`src/rtl/adc_ctrl_pkg.sv`:
```
package adc_ctrl_pkg;

    typedef enum logic [1:0] {
        FMT_WORD = 2'd0,
        FMT_LOW  = 2'd1,
        FMT_HIGH = 2'd2
    } lane_fmt_e;

    typedef struct packed {
        logic rc_prev;
    } qual_state_t;

endpackage

```
`src/rtl/adc_start_qual.sv`:
```
module adc_start_qual
    import adc_ctrl_pkg::*;
(
    input  logic clk,
    input  logic rst_n,
    input  logic cs_n_i,
    input  logic rc_i,
    input  logic hbe_i,
    input  logic busy_i,
    output logic start_o
);

    qual_state_t st_d, st_q;
    logic        fall;

    always_comb begin
        st_d         = st_q;
        st_d.rc_prev = rc_i;
        fall         = st_q.rc_prev & ~rc_i;
        start_o      = fall & ~cs_n_i & ~hbe_i & ~busy_i;
    end

    always_ff @(posedge clk or negedge rst_n) begin
        if (!rst_n) begin
            st_q.rc_prev <= 1'b0;
        end else begin
            st_q <= st_d;
        end
    end

endmodule

```
`src/rtl/adc_conv_timer.sv`:
```
module adc_conv_timer #(
    parameter int RES_W       = 12,
    parameter int CONV_CYCLES = 270
) (
    input  logic             clk,
    input  logic             rst_n,
    input  logic             start_i,
    input  logic [RES_W-1:0] sample_i,
    output logic             busy_o,
    output logic [RES_W-1:0] result_o
);

    localparam int CNT_W = (CONV_CYCLES > 1) ? $clog2(CONV_CYCLES) : 1;
    localparam logic [CNT_W-1:0] CNT_LOAD = CNT_W'(CONV_CYCLES - 1);

    typedef struct packed {
        logic             busy;
        logic [CNT_W-1:0] cnt;
        logic [RES_W-1:0] result;
    } tmr_state_t;

    tmr_state_t st_d, st_q;

    always_comb begin
        st_d = st_q;
        if (st_q.busy) begin
            if (st_q.cnt == '0) begin
                st_d.busy   = 1'b0;
                st_d.result = sample_i;
            end else begin
                st_d.cnt = st_q.cnt - 1'b1;
            end
        end else if (start_i) begin
            st_d.busy = 1'b1;
            st_d.cnt  = CNT_LOAD;
        end
    end

    always_ff @(posedge clk or negedge rst_n) begin
        if (!rst_n) begin
            st_q.busy   <= 1'b0;
            st_q.cnt    <= '0;
            st_q.result <= '0;
        end else begin
            st_q <= st_d;
        end
    end

    assign busy_o   = st_q.busy;
    assign result_o = st_q.result;

endmodule

```
`src/rtl/adc_out_fmt.sv`:
```
module adc_out_fmt
    import adc_ctrl_pkg::*;
#(
    parameter int RES_W = 12
) (
    input  logic [RES_W-1:0] result_i,
    input  logic             busy_i,
    input  logic             cs_n_i,
    input  logic             rc_i,
    input  logic             hbe_i,
    input  logic             byte_mode_i,
    output logic             oe_o,
    output logic [RES_W-1:0] data_o
);

    localparam int HI_W   = RES_W - 8;
    localparam int LO_PAD = 8 - HI_W;

    lane_fmt_e        fmt;
    logic [7:0]       lo_lane;
    logic [7:0]       hi_lane;
    logic [RES_W-1:0] shaped;

    assign lo_lane = result_i[7:0];

    generate
        if (LO_PAD > 0) begin : g_pad
            assign hi_lane = {result_i[RES_W-1:8], {LO_PAD{1'b0}}};
        end else begin : g_nopad
            assign hi_lane = result_i[RES_W-1:8];
        end
    endgenerate

    always_comb begin
        if (!byte_mode_i)  fmt = FMT_WORD;
        else if (!hbe_i)   fmt = FMT_LOW;
        else               fmt = FMT_HIGH;

        unique case (fmt)
            FMT_LOW:  shaped = {{HI_W{1'b0}}, lo_lane};
            FMT_HIGH: shaped = {{HI_W{1'b0}}, hi_lane};
            default:  shaped = result_i;
        endcase

        oe_o   = rc_i & ~busy_i & ~cs_n_i;
        data_o = oe_o ? shaped : '0;
    end

endmodule

```
`src/rtl/adc_ctrl_if.sv`:
```
module adc_ctrl_if #(
    parameter int RES_W       = 12,
    parameter int CONV_CYCLES = 270
) (
    input  logic             clk,
    input  logic             rst_n,
    input  logic             cs_n_i,
    input  logic             rd_conv_i,
    input  logic             hbe_i,
    input  logic             byte_mode_i,
    input  logic [RES_W-1:0] sample_i,
    output logic             busy_n_o,
    output logic             oe_o,
    output logic [RES_W-1:0] data_o
);

    logic             start;
    logic             busy;
    logic [RES_W-1:0] result;

    adc_start_qual u_qual (
        .clk     (clk),
        .rst_n   (rst_n),
        .cs_n_i  (cs_n_i),
        .rc_i    (rd_conv_i),
        .hbe_i   (hbe_i),
        .busy_i  (busy),
        .start_o (start)
    );

    adc_conv_timer #(
        .RES_W       (RES_W),
        .CONV_CYCLES (CONV_CYCLES)
    ) u_tmr (
        .clk      (clk),
        .rst_n    (rst_n),
        .start_i  (start),
        .sample_i (sample_i),
        .busy_o   (busy),
        .result_o (result)
    );

    adc_out_fmt #(
        .RES_W (RES_W)
    ) u_fmt (
        .result_i    (result),
        .busy_i      (busy),
        .cs_n_i      (cs_n_i),
        .rc_i        (rd_conv_i),
        .hbe_i       (hbe_i),
        .byte_mode_i (byte_mode_i),
        .oe_o        (oe_o),
        .data_o      (data_o)
    );

    assign busy_n_o = ~busy;

endmodule

```
`config.mk`:
```
export PLATFORM = sky130hd
export DESIGN_NAME = adc_ctrl_if
export DESIGN_NICKNAME = d
export VERILOG_FILES = /design/src/rtl/adc_ctrl_pkg.sv /design/src/rtl/adc_start_qual.sv /design/src/rtl/adc_conv_timer.sv /design/src/rtl/adc_out_fmt.sv /design/src/rtl/adc_ctrl_if.sv
export SDC_FILE = /design/constraint.sdc
export NUM_CORES = 1
export LEC_CHECK = 0
export ABC_AREA = 1
export BUFFER_PORTS_ARGS = -buffer_cell sky130_fd_sc_hd__buf_4
export CAP_MARGIN = 40
export CORE_MARGIN = 8
export CORE_UTILIZATION = 52
export DETAILED_ROUTE_END_ITERATION = 8
export PLACE_DENSITY_LB_ADDON = 0.1
export SYNTH_ARGS = -nofsm -noshare
export SYNTH_HDL_FRONTEND = slang
export SYNTH_SLANG_ARGS = --single-unit
```
`constraint.sdc`:
```
create_clock -name clk -period 1.6 [get_ports clk]
set_input_delay 0.16 -clock clk [delete_from_list [all_inputs] [get_ports clk]]
set_output_delay 0.16 -clock clk [all_outputs]
set_load 0.005 [all_outputs]
```
==> flow_metrics.env <==
export IMPL_fin_hold_ws_ps=49.7
export IMPL_critical_path_max_stage_delay_ps=450
export IMPL_num_antenna_cells=0
export IMPL_grt_setup_unrepaired="yes"
export IMPL_vias=1188
export IMPL_start_util=0.534
export IMPL_finalSetupViolations=4
export IMPL_fin_crit_sh=1.02
export IMPL_fin_ws_ps=-25.0
export IMPL_fin_crit_ps=1620
export IMPL_p_leak_nw=0.836
export IMPL_nets=225
export IMPL_grt_pass1_vias=1197
export IMPL_clock_fmax_ghz=0.615
export IMPL_end_kind="output port"
export IMPL_cp_required_ps=1440
export IMPL_busiest_layer="met2"
export IMPL_cts_buffers=3
export IMPL_drive_above_1_share=0.361
export IMPL_htreeDepth=1
export IMPL_clk_pin_slew_ps=130
export IMPL_fin_worst_skew_ps=4.76
export IMPL_ioPinCount=32
export IMPL_cts_root_buf="clkbuf_4"
export IMPL_whs_path_depth=3
export IMPL_port_buffers=31
export IMPL_chipHeight_um=65.7
export IMPL_avgSynthCellArea_um2=7.94
export IMPL_drt_wl_total_um=3140
export IMPL_hold_path_class="input port to flop"
export IMPL_n_fill_cell=206
export IMPL_slowest_stage="dfrtp_2"
export IMPL_ir_drop_v=0.000384
export IMPL_synth_seq_cells=23
export IMPL_worstMarginPinSlew_ps=413
export IMPL_final_common_cell="nand2_1"
export IMPL_synthDistinctLibCells=24
export IMPL_cts_tree="done"
export IMPL_gp_congestion=0.827
export IMPL_cp_num_cells=5
export IMPL_synth_edf_count=0
export IMPL_status="complete, but fails checks"
export IMPL_cts_buffer_depth=2
export IMPL_fp_row_count=18
export IMPL_crit_chain="nor3_4, inv_2, or2_4, nor2_2, buf_4"
export IMPL_max_slew_margin=0.724
export IMPL_grt_total_usage=0.151
export IMPL_use_met2=0.264
export IMPL_syn_instance_count=162
export IMPL_failed_checks="setup timing"
export IMPL_grt_use_met1=0.174
export IMPL_grt_pass1_wl_um=5290
export IMPL_dieArea_um2=4320
export IMPL_crit_type="flop to output port"
export IMPL_ys_seq_area_frac=0.447
export IMPL_startpoint_type="flop"
export IMPL_grt_overflow=0
export IMPL_dp_slack_ps=86.3
export IMPL_power_density_nw_per_um2=530
export IMPL_dieWidth_um=65.7
export IMPL_clk_latency_ps=300
export IMPL_core_area_um2=2410
export IMPL_ys_warnings_count=0
export IMPL_synthesis_area_um2=1290
export IMPL_worstRegToRegCells=8
export IMPL_critPathMaxFanout=4
export IMPL_cts_sink_count=23
export IMPL_avgRoutedWirePerCell_um=13.4
export IMPL_arrival_ps=1460
export IMPL_drc=0
export IMPL_finalHoldViolations=0
export IMPL_drt_iter0_drc=38
export IMPL_mostFrequentLayoutCells="nand2_1 (41), buf_4 (38), dfrtp_1 (22), inv_1 (18), o21ai_0 (13)"
export IMPL_crit_buf_inv=2
export IMPL_gr_usage_met3=0.0374
export IMPL_antenna_found_initial=0
export IMPL_firstDrtPassIters=4
export IMPL_slew_violations=0
export IMPL_hpwl_um=2250
export IMPL_synthArstFlopShare=1.00
export IMPL_setup_tns_final_ps=-68.3
export IMPL_ys_flop_type="dfrtp_1"
export IMPL_ant_nets=0
export IMPL_via_per_inst=5.06
export IMPL_crit_family="simple AND/OR/NAND/NOR gates"
export IMPL_synth_nets=181
export IMPL_grt_max_degree=24
export IMPL_maxCapViolations=0
export IMPL_area_growth_pct=32.9
area by class of cell:
cell class,instances,area [µm²],share of cell area
inverters,20,75.1,0.0439
repair buffers,42,328,0.192
well taps,30,37.5,0.0220
flip-flops and latches,23,577,0.337
multi-input cells,116,666,0.389
clock buffers,4,26.3,0.0154
registers in the layout, indices dropped and copies added, names as in the netlist:
name / count
u_qual.st_q: 1
u_tmr.busy_o: 1
u_tmr.result_o: 12
u_tmr.st_q: 9
cells by family after synthesis:
logic type      after synthesis  share of synthesized area
xor+xnor                      1                    0.00681
buf+inv                      25                     0.0895
flops                        23                      0.447
simple gates                 87                      0.326
fa+ha+maj                     1                    0.00973
compound gates               25                      0.121
path summary, 6_finish.rpt:
path,startpoint,slack [ps],endpoint
max,u_tmr.busy_o$_DFF_PN0_,-20,data_o[9]
min reg2reg,u_tmr.result_o[6]$_DFFE_PN0P_,510,u_tmr.result_o[6]$_DFFE_PN0P_
min in group asynchronous,rst_n,280,u_tmr.result_o[6]$_DFFE_PN0P_
min,sample_i[8],50,u_tmr.result_o[8]$_DFFE_PN0P_
max in group asynchronous,rst_n,1070,u_tmr.busy_o$_DFF_PN0_
max reg2reg,u_tmr.st_q[12]$_DFFE_PN0P_,100,u_tmr.result_o[3]$_DFFE_PN0P_
Yosys cell counts (2+ instances only):
cell type / number / share of area
nor3_1: 7 / 0.027
inv_2: 2 / 0.0058
nand3_1: 10 / 0.039
nand2_1: 41 / 0.12
inv_1: 18 / 0.053
a21oi_1: 4 / 0.016
o21ai_0: 13 / 0.051
nor2_1: 16 / 0.047
nand2_2: 5 / 0.024
buf_2: 2 / 0.0078
nand2_4: 2 / 0.018
dfrtp_1: 23 / 0.45
o21ai_2: 8 / 0.054
stage by stage:
step	cell area (µm²)	utilization	power (mW)	std cells
6_report	1710	0.709	0.906	235
3_5_place_dp	1540	0.639	0.647	221
3_3_place_gp	1540	0.639	0.647	221
5_1_grt	1710	0.709	0.949	235
2_1_floorplan	1290	-	0.601	162
4_1_cts	1620	0.672	0.919	230
layer usage:
metal  wire length (µm)  up-vias
met1               1320      562
met3                192        2
met4                 13        0
met2               1620       25
met5                  0        -
li1                   -      599
worst min-delay path, delay by kind of cell:
kind                   cells  cell delay, ps
buffers and inverters      1              80
AND/OR/NAND/NOR            1              50
AO/OA/AOI/OAI              1              40
report_power, final:
group          total (mW)  internal (mW)  switching [mW]
Sequential          0.583          0.582        0.000351
Clock               0.266         0.0972           0.169
Combinational      0.0568         0.0304          0.0264
repair_timing:
action | CTS | global route
pin swaps | 1 | 3
hold buffers | 2 | 0
gates resized for setup | 4 | 10
setup buffers | 3 | 3
endpoints found under the setup margin | 9 | 31
endpoints found under the hold margin | 24 | 0
cloned | 0 | 2
Power figures use the tool's default switching activity.
